File: src/rtl/glitch_filter.sv
module glitch_filter #(
  parameter int PSEL_W = 3
) (
  input  logic              clk,
  input  logic              rst_n,
  input  logic              pin_in,
  input  logic [1:0]        mode_sel,
  input  logic [PSEL_W-1:0] presc_sel,
  input  logic              fast_src,
  output logic              filt_out,
  output logic              rise_pls,
  output logic              fall_pls
);
  localparam int CNT_W = (1 << PSEL_W) - 1;
  localparam logic [1:0] M_TWO = 2'b00, M_BYP = 2'b01, M_THREE = 2'b10, M_CONT = 2'b11;

  logic s1, s2, hph, fast_q;
  logic [PSEL_W-1:0] presc_q;
  logic [CNT_W-1:0]  pcnt, lim;
  logic [CNT_W:0]    one_sh;
  logic cfg_chg, src_en, tick;
  logic h0, h1, filt_q, filt_prev;
  logic c_first, c_bad, c_val;

  assign one_sh  = (CNT_W+1)'(1) << presc_sel;
  assign lim     = CNT_W'(one_sh - (CNT_W+1)'(1));
  assign cfg_chg = (presc_sel != presc_q) || (fast_src != fast_q);
  assign src_en  = fast_src | hph;
  assign tick    = src_en && !cfg_chg && (pcnt == lim);

  always_ff @(posedge clk) begin
    if (!rst_n) begin
      s1 <= 1'b0;
      s2 <= 1'b0;
    end else begin
      s1 <= pin_in;
      s2 <= s1;
    end
  end

  always_ff @(posedge clk) begin
    if (!rst_n) begin
      hph     <= 1'b0;
      fast_q  <= 1'b0;
      presc_q <= '0;
      pcnt    <= '0;
    end else begin
      hph     <= ~hph;
      fast_q  <= fast_src;
      presc_q <= presc_sel;
      if (cfg_chg)     pcnt <= '0;
      else if (tick)   pcnt <= '0;
      else if (src_en) pcnt <= pcnt + 1'b1;
    end
  end

  always_ff @(posedge clk) begin
    if (!rst_n) begin
      h0     <= 1'b0;
      h1     <= 1'b0;
      filt_q <= 1'b0;
    end else if (tick) begin
      h0 <= s2;
      h1 <= h0;
      case (mode_sel)
        M_TWO:   if (s2 == h0) filt_q <= s2;
        M_THREE: if (s2 == h0 && h0 == h1) filt_q <= s2;
        M_CONT:  if (!c_bad && (c_first || s2 == c_val)) filt_q <= s2;
        default: ;
      endcase
    end
  end

  always_ff @(posedge clk) begin
    if (!rst_n) begin
      c_first <= 1'b1;
      c_bad   <= 1'b0;
      c_val   <= 1'b0;
    end else if (src_en) begin
      if (tick) begin
        c_first <= 1'b1;
        c_bad   <= 1'b0;
      end else if (c_first) begin
        c_val   <= s2;
        c_first <= 1'b0;
      end else if (s2 != c_val) begin
        c_bad <= 1'b1;
      end
    end
  end

  assign filt_out = (mode_sel == M_BYP) ? s2 : filt_q;

  always_ff @(posedge clk) begin
    if (!rst_n) filt_prev <= 1'b0;
    else        filt_prev <= filt_out;
  end

  assign rise_pls = filt_out & ~filt_prev;
  assign fall_pls = ~filt_out & filt_prev;

  a_r4_count_in_range: assert property (@(posedge clk) disable iff (!rst_n)
    !cfg_chg |-> pcnt <= lim);

  a_r4_slow_no_adjacent_tick: assert property (@(posedge clk) disable iff (!rst_n)
    (tick && !fast_src) |=> (fast_src || !tick));

  a_r9_hold_between_ticks: assert property (@(posedge clk) disable iff (!rst_n)
    !tick |=> $stable(filt_q));

  a_r8_rise_single: assert property (@(posedge clk) disable iff (!rst_n)
    rise_pls |=> !rise_pls);

  a_r2_bypass_follows_sync: assert property (@(posedge clk) disable iff (!rst_n)
    (mode_sel == M_BYP && $past(mode_sel) == M_BYP) |-> (rise_pls == (s2 && !$past(s2))));
endmodule

File: config.mk
export PLATFORM = sky130hd
export DESIGN_NAME = glitch_filter
export DESIGN_NICKNAME = d
export VERILOG_FILES = /design/src/rtl/glitch_filter.sv
export SDC_FILE = /design/constraint.sdc
export NUM_CORES = 1
export LEC_CHECK = 0
export ABC_AREA = 1
export BUFFER_PORTS_ARGS = -buffer_cell sky130_fd_sc_hd__buf_4
export CORE_MARGIN = 2
export CORE_UTILIZATION = 35
export CTS_BUF_LIST = sky130_fd_sc_hd__clkbuf_4
export CTS_CLUSTER_SIZE = 20
export DETAILED_ROUTE_END_ITERATION = 8
export GPL_TIMING_DRIVEN = 0
export SETUP_SLACK_MARGIN = 0.02
export SLEW_MARGIN = 15
export SYNTH_ARGS = -nofsm -noshare
export SYNTH_HDL_FRONTEND = slang
export SYNTH_SLANG_ARGS = --single-unit
File: constraint.sdc
create_clock -name clk -period 5.6 [get_ports clk]
set_clock_uncertainty 0.05 [all_clocks]
set_input_delay 0.28 -clock clk [delete_from_list [all_inputs] [get_ports clk]]
set_output_delay 0.28 -clock clk [all_outputs]
set_load 0.02 [all_outputs]
==> run metrics, run 1 <==
Tot GR Track Use 13.8%; XOR/XNOR share of the synthesized area 6.41%; leading area contributor after synthesis dfxtp_1; final worst slack 3.73 ns; Tcrit/Tclk final between 30% and 40%; Post-Synth Simple-Gate Area 40.4%; Max Cap Viol 0; Setup WS pre-CTS 3.38 ns; leakage power 0.685 nW; DR DRC count 0; Critical path origin presc_sel[0]; die height 63.3 um; register area share after synthesis 34.2%; DR iter-0 viols 40; Synth Area in Adders around 2%; # resized after CTS 0; fraction of registers with async set/reset 0%; Core Area 0.00336 mm2; # rows 21; H-tree Lvls 1; Crit Path Class input pin to flip-flop; Starting Density 36.6%; Most flops, register pcnt; YS warnings 0; VDD IR max 0.0749 mV; Chip Width 63.3 um; Routability Congestion 0.780; most instantiated cells after synthesis nand2_1 (56), nor2_1 (33), inv_1 (32), dfxtp_1 (21), nand3_1 (15); element type at the critical path start input pin; mux cell area share after synthesis 0%; Die ar. between 0.004 and 0.005 mm2; # IOs 12; relative slew slack 68.8%; post-route ant nets 0; First-pass DRT Iterations 4; Critical path destination pcnt[0]; cell count after placement 252; post-synthesis cell area 0.00123 mm2; initial antenna violation count 0; synth top area cells dfxtp_1 (34%), nand2_1 (17%), nor2_1 (10%); Clock Path Buffers 2; Max Fclk 534 MHz; Synth top area share 34.2%; Worst-path clk slew 0.12 ns; CP Cell Sequence buf_2 > nor2_2 > nand2_1 > ha_1 > clkbuf_1 > nor2_1 > nand2_1 > nand2_1 > nand2_1 > nand2_1 > nor2_4 > nand2_2 > nand3_2 > a21oi_1; FF-to-FF End pcnt[5]; most common cell in the netlist nand2_1; biggest regs pcnt x7, presc_q x3; main combinational cell family by area after synthesis simple AND/OR/NAND/NOR gates; nets between 200 and 250; minimum clock period approximately 1.9 ns; crit-path max FO 8; flop-to-flop setup slack 4.03 ns; Root Buffer clkbuf_4; WP data required 5.79 ns; slowest stage delay, CP 0.21 ns; number of flip-flops in the largest register 7; worst hold start pin_in; Vias about 1100; most used cell along the critical path nand2_1; Net Count, Synth 208; EDFF count, synth 0; Synth Area in Compound Gates 4.98%; top_reg_cell synth dfxtp_1; ant diodes 0; Distinct cells, synth 25; routed vias/inst 4.36; post-DP HPWL 1.86 mm; status complete, no violations; hold_ws 0.0990 ns; fillcell total ~390; final non-filler cell total 256; Syn Inst Count ~200; CP Capture Type flip-flop; CTS sink cnt 21; Overflow after GRT 0; Slew @ Worst Pin 0.464 ns; Arr. time, crit path 2.06 ns; TritonCTS buffer count 3; reg2reg start hph; vias in the first global route 1032; final setup TNS 0 ns; routed wire length approximately 2.3 mm; FF+latch count, synth 21; CP max stage cell ha_1; final core utilization 41.1%; TritonCTS clock tree done; layout cell share with drive strength beyond 1 11.9%; synthesis-to-layout area growth 12.4%; first-pass GRT wire length 4.38 mm; WL per Instance about 9.1 um; port bufs 9; Max Slew Vio Count 0; final hold viol count 0; Hold-fix buffers, CTS 0; largest net degree at the start of global routing 13; clk_lat worst skew 0.31 ns; Setup Viol. Count Final 0; RSZ-0062 raised after global routing false; PD cells 198 mW/mm2; Worst Hold Class input pin to flip-flop; depth of the most critical reg-to-reg path 7; syn_area_per_cell about 6.2 um2; Setup Fix Bufs, Post-CTS 0
[where the power goes]
part           leakage (nW)  internal (mW)  switching (mW)
sequential            0.172          0.154         0.00238
clock                0.0177         0.0267          0.0483
combinational         0.495         0.0165          0.0260
[kinds of logic after synthesis]
group,count (synthesis)
buffers and inverters,38
flip-flops,21
AND/OR/NAND/NOR,116
XOR/XNOR,9
adder cells (fa/ha/maj),2
AO/OA/AOI/OAI,11
[worst max-delay path: cells and delay by family]
family / cells / cell delay (ns)
AO/OA/AOI/OAI: 1 / 0.16
adder cells (fa/ha/maj): 1 / 0.21
buffers and inverters: 2 / 0.33
AND/OR/NAND/NOR: 10 / 1.06
[how the worst min path moves through the flow]
stage / to / slack (ns) / depth (start not counted)
after floorplan: fast_q / 0.32 / 2
after global placement: s2 / 0.34 / 2
after detailed placement: s2 / 0.35 / 2
after CTS: s1 / 0.09 / 3
after global routing: fast_q / 0.11 / 3
final: s1 / 0.1 / 3
[metrics by stage]
| step | area, um2 | total power [mW] |
|---|---|---|
| after detailed placement | 1360 | 0.203 |
| after floorplan | 1230 | 0.191 |
| after global routing | 1380 | 0.294 |
| after global placement | 1360 | 0.202 |
| final | 1380 | 0.274 |
| after CTS | 1380 | 0.279 |
[cell type report]
type | count | area (um2) | share of cell area (%)
buffer | 4 | 20.0 | 1.45
sequential | 21 | 420 | 30.4
timing repair buffer | 9 | 67.6 | 4.89
tap | 46 | 57.6 | 4.16
clock inverter | 1 | 5.00 | 0.362
multi-input combinational | 138 | 662 | 47.9
inverter | 34 | 128 | 9.23
clock buffer | 3 | 22.5 | 1.63
[routing by layer]
layer	share of wire [%]	vias up	GRT usage, %
met5	0	-	0
met4	1.2	0	6.52
met3	1.9	2	2.86
met2	44	8	21.9
met1	52	486	17.8
li1	-	619	-
[placed cells by master (no fill, tap or decap), types with 2 or more instances in the layout]
master	instances
inv_2	2
ha_1	2
xor2_1	5
clkbuf_4	3
xnor2_1	4
o21ai_0	4
clkbuf_1	2
inv_1	32
nor2_2	3
buf_4	10
nand3_1	15
nand2_2	2
nor2_1	33
a21oi_1	4
nand2_1	56
nand3_2	2
dfxtp_1	21
(Power assumes the default switching activity.)
==> run 2, diff against run 1 <==
==> constraint.sdc (replaced) <==
create_clock -name clk -period 1.95 [get_ports clk]
set_clock_uncertainty 0.05 [all_clocks]
set_input_delay 0.0975 -clock clk [delete_from_list [all_inputs] [get_ports clk]]
set_output_delay 0.0975 -clock clk [all_outputs]
set_load 0.02 [all_outputs]
==> run 2 against run 1 <==
Critical path depth unchanged. Wire length up 2.2%. First-iteration DRC count is 18% lower.
==> run metrics, run 2 (synthesis results as in run 1) <==
Worst-path clk slew ~0.12 ns; Setup Viol. Count Final 0; post-route ant nets 0; most frequent cells in the layout nand2_1 (56), nor2_1 (33), inv_1 (32); Clock Path Buffers 2; Chip Width 63.3 um; reg2reg start hph; worst hold start presc_sel[0]; Critical path origin presc_sel[0]; Worst Hold Class input pin to flip-flop; Comb power frac between 10% and 20%; Max Cap Viol 0; PD cells ~550 mW/mm2; TritonCTS clock tree done; H-tree Lvls 1; clk_lat worst skew 0.31 ns; biggest regs pcnt x7, presc_q x3; Core Area 0.00336 mm2; TritonCTS buffer count 3; Die ar. 0.00400 mm2; nets roughly 230; element type at the critical path start input pin; Root Buffer clkbuf_4; ant diodes 0; final hold viol count 0; clock share of power 26.9%; Tcrit/Tclk final between 80% and 90%; # rows 21; DR DRC count 0; CP Capture Type flip-flop; relative slew slack 68.8%; Max Fclk 593 MHz; Vias 1138; post-DP HPWL 1.86 mm; WP data required between 2 and 2.5 ns; Sw Ratio roughly 28%; synthesis-to-layout area growth 16.5%; vias in the first global route 1058; Starting Density between 30% and 40%; Arr. time, crit path ~1.9 ns; CTS sink cnt 21; Tot GR Track Use 14.0%; initial antenna violation count 0; NetSw 0.220 mW; Max Slew Vio Count 0; number of flip-flops in the largest register 7; final design area excluding fillers ~0.0014 mm2; Routability Congestion 0.780; leakage power 0.706 nW; Internal Power 0.572 mW; fillcell total ~380; layout cell share with drive strength beyond 1 11.6%; RSZ-0062 raised after global routing false; # IOs 12; # resized after CTS 0; Slew @ Worst Pin about 0.46 ns; DR iter-0 viols 33; WL per Instance 9.09 um; sequential power share 56.7%; VDD IR max roughly 0.22 mV; port bufs 9; Overflow after GRT 0; routed vias/inst approximately 4.4; routed wire length 2.37 mm; most common cell after layout, fill and taps aside nand2_1; die height 63.3 um; status complete, no violations; Most flops, register pcnt; First-pass DRT Iterations 5; crit-path max FO 8; first-pass GRT wire length around 4.5 mm; Crit Path Class input pin to flip-flop; total power 0.792 mW; instance area at placement 0.00136 mm2; largest net degree at the start of global routing 13; minimum clock period 1.69 ns
## run 2: cell count changes in the layout (fill, tap and decap cells not counted)
| cell | change |
|---|---|
| dlygate4sd3_1 | +5 |
## run 2: metal layers
| metal | wire, um | track usage [%] |
|---|---|---|
| met1 | 1240 | 17.9 |
| met2 | 1060 | 22.6 |
| met3 | 47 | 2.86 |
| met4 | 27 | 6.52 |
| met5 | 0 | 0 |
## run 2: timing repair
action / CTS / global route
hold buffers: 4 / 1
buffers inserted: 0 / 0
endpoints found under the hold margin: 4 / 1
## run 2: worst paths after layout
check / cells past startpoint / slack [ns] / endpoint
max reg2reg: 7 / 0.39 / pcnt[5]
min: 3 / 0.03 / presc_q[0]
max: 14 / 0.26 / pcnt[0]
min reg2reg: 2 / 0.37 / s2
## run 2: layout make-up
type	count	area, um2	share of cell area [%]
multi-input cells	138	662	46.2
flip-flops and latches	21	420	29.3
inverters	34	128	8.91
repair buffers	14	118	8.21
well taps	46	57.6	4.02
clock buffers	3	22.5	1.57
plain buffers	4	20.0	1.40
clock inverters	1	5.00	0.349
## run 2: metrics by stage
stage	instances	TNS (ns)	worst slack, ns	hold slack, ns	util [%]
floorplan	197	0	0.178	0.141	-
global placement	252	-0.475	-0.0912	0.227	40.3
detailed placement	252	-0.519	-0.0924	0.235	40.3
CTS	260	0	0.233	0.00597	42.3
global route	261	0	0.0528	0.0291	42.6
finish	261	0	0.264	0.0251	42.6
## run 2: critical path, stage by stage
cell	delay [ns]
buf_2	0.16
nor2_2	0.18
nand2_1	0.13
ha_1	0.21
clkbuf_1	0.17
nor2_1	0.11
nand2_1	0.07
nand2_1	0.06
nand2_1	0.05
nand2_1	0.13
nor2_4	0.06
nand2_2	0.11
nand3_2	0.16
a21oi_1	0.16
## run 2: power by group through the flow
| stage | clock network [mW] | registers [mW] | logic, mW |
|---|---|---|---|
| floorplan | 0 | 0.457 | 0.0910 |
| global placement | 0 | 0.458 | 0.123 |
| detailed placement | 0 | 0.459 | 0.124 |
| CTS | 0.229 | 0.449 | 0.131 |
| global route | 0.249 | 0.451 | 0.153 |
| finish | 0.213 | 0.449 | 0.130 |
==> run 3, diff against run 2 <==
==> constraint.sdc (replaced) <==
create_clock -name clk -period 1.64 [get_ports clk]
set_clock_uncertainty 0.05 [all_clocks]
set_input_delay 0.082 -clock clk [delete_from_list [all_inputs] [get_ports clk]]
set_output_delay 0.082 -clock clk [all_outputs]
set_load 0.02 [all_outputs]
==> run 3 against run 2 <==
Register-to-register slack worse by 0.18 ns. Power is 23% higher. Sequential cell count stayed put. Non-clock buffer count is 2 higher. Die area stayed put. Sequential power is 19% higher.
==> run metrics, run 3 (synthesis results as in run 1) <==
initial antenna violation count 0; # IOs 12; Setup Viol. Count Final 0; final hold viol count 0; RSZ-0062 raised after global routing false; largest net degree at the start of global routing 14; ant diodes 0; nets 229; leakage power 0.743 nW; Clock Path Buffers 2; Arr. time, crit path approximately 1.7 ns; Core Area 0.00336 mm2; # rows 21; post-DP HPWL roughly 1.9 mm; biggest regs pcnt x7, presc_q x3; layout cell share with drive strength beyond 1 14.7%; TritonCTS buffer count 3; Die ar. roughly 0.0040 mm2; Slew @ Worst Pin 0.499 ns; CP Capture Type flip-flop; Root Buffer clkbuf_4; Worst Hold Class input pin to flip-flop; H-tree Lvls 1; element type at the critical path start input pin; minimum clock period roughly 1.5 ns; WP data required 1.81 ns; number of flip-flops in the largest register 7; DR DRC count 0; most common cell after layout, fill and taps aside nand2_1; Max Slew Vio Count 0; routed vias/inst 4.31; routed wire length approximately 2.5 mm; Crit Path Class input pin to flip-flop; final core utilization 45.1%; status complete, no violations; first-pass GRT wire length 4.52 mm; post-route ant nets 0; TritonCTS clock tree done; Max Fclk 670 MHz; clk_lat worst skew 0.31 ns; crit-path max FO 5; Most flops, register pcnt; die height 63.3 um; Chip Width between 60 and 70 um; CTS sink cnt 21; VDD IR max 0.438 mV; Max Cap Viol 0; Vias 1134; Tcrit/Tclk final 91.0%; Worst-path clk slew approximately 0.12 ns; Tot GR Track Use ~14%; hold_ws about 0.13 ns; relative slew slack ~67%; DR iter-0 viols 64; WL per Instance approximately 9.6 um; Starting Density 36.6%; Routability Congestion around 0.76; Overflow after GRT 0; total power 0.972 mW; vias in the first global route 1036; First-pass DRT Iterations 4; synthesis-to-layout area growth 23.4%; port bufs 9; PD cells between 600 and 700 mW/mm2; most frequent cells in the layout nand2_1 (55), nor2_1 (33), inv_1 (32)
run 3: what timing repair did:
item,4_1_cts,5_1_grt
setup endpoints to repair,1,12
hold buffers,6,0
buffers inserted,0,1
gates resized for setup,1,6
endpoints found under the hold margin,6,0
pin swaps,0,2
run 3: path summary, 6_finish.rpt:
path / startpoint / to / slack (ns) / depth (start not counted)
worst max-delay path: fast_src / h1 / 0.15 / 10
worst min-delay path: mode_sel[0] / filt_prev / 0.13 / 5
worst max register to register: pcnt[0] / pcnt[5] / 0.21 / 5
worst min register to register: hph / hph / 0.37 / 1
run 3: area by class of cell:
cell class | instances | area (um2)
fillers | 362 | 1850
multi-input cells | 138 | 709
clock buffers | 3 | 22.5
clock inverters | 1 | 7.51
inverters | 34 | 128
repair buffers | 16 | 135
plain buffers | 4 | 36.3
well taps | 46 | 57.6
flip-flops and latches | 21 | 422
run 3: report_power, final:
part | switching [mW] | internal, mW | leakage (nW)
clock network | 0.170 | 0.0931 | 0.0139
logic | 0.101 | 0.0751 | 0.557
registers | 0.00833 | 0.526 | 0.172
run 3: metrics by stage:
step | std cells | TNS [ns] | cell area [um2] | worst slack, ns
floorplan | 197 | 0 | 1270 | 0.0205
finish | 263 | 0 | 1520 | 0.148
global route | 263 | 0 | 1520 | 0.0210
CTS | 262 | 0 | 1480 | 0.0401
detailed placement | 252 | -1.60 | 1390 | -0.173
global placement | 252 | -1.69 | 1390 | -0.170
run 3: worst max-delay path, stage by stage:
cell and delay [ns]:
dlygate4sd3_1 0.53, buf_4 0.14, xnor2_1 0.14, nand2_1 0.11
nor2_4 0.14, nand3_2 0.09, nor2_4 0.13, nand2_4 0.09
o21ai_1 0.14, nor2_1 0.05
run 3: per-layer routing:
layer / share of wire (%) / global-route usage (%) / vias up / wire, um
met5: 0 / 0 / - / 0
met4: 1.1 / 4.08 / 0 / 27
met3: 3.6 / 3.39 / 2 / 90
met2: 40 / 20.7 / 17 / 1020
met1: 55 / 20.2 / 479 / 1380
li1: - / - / 636 / -
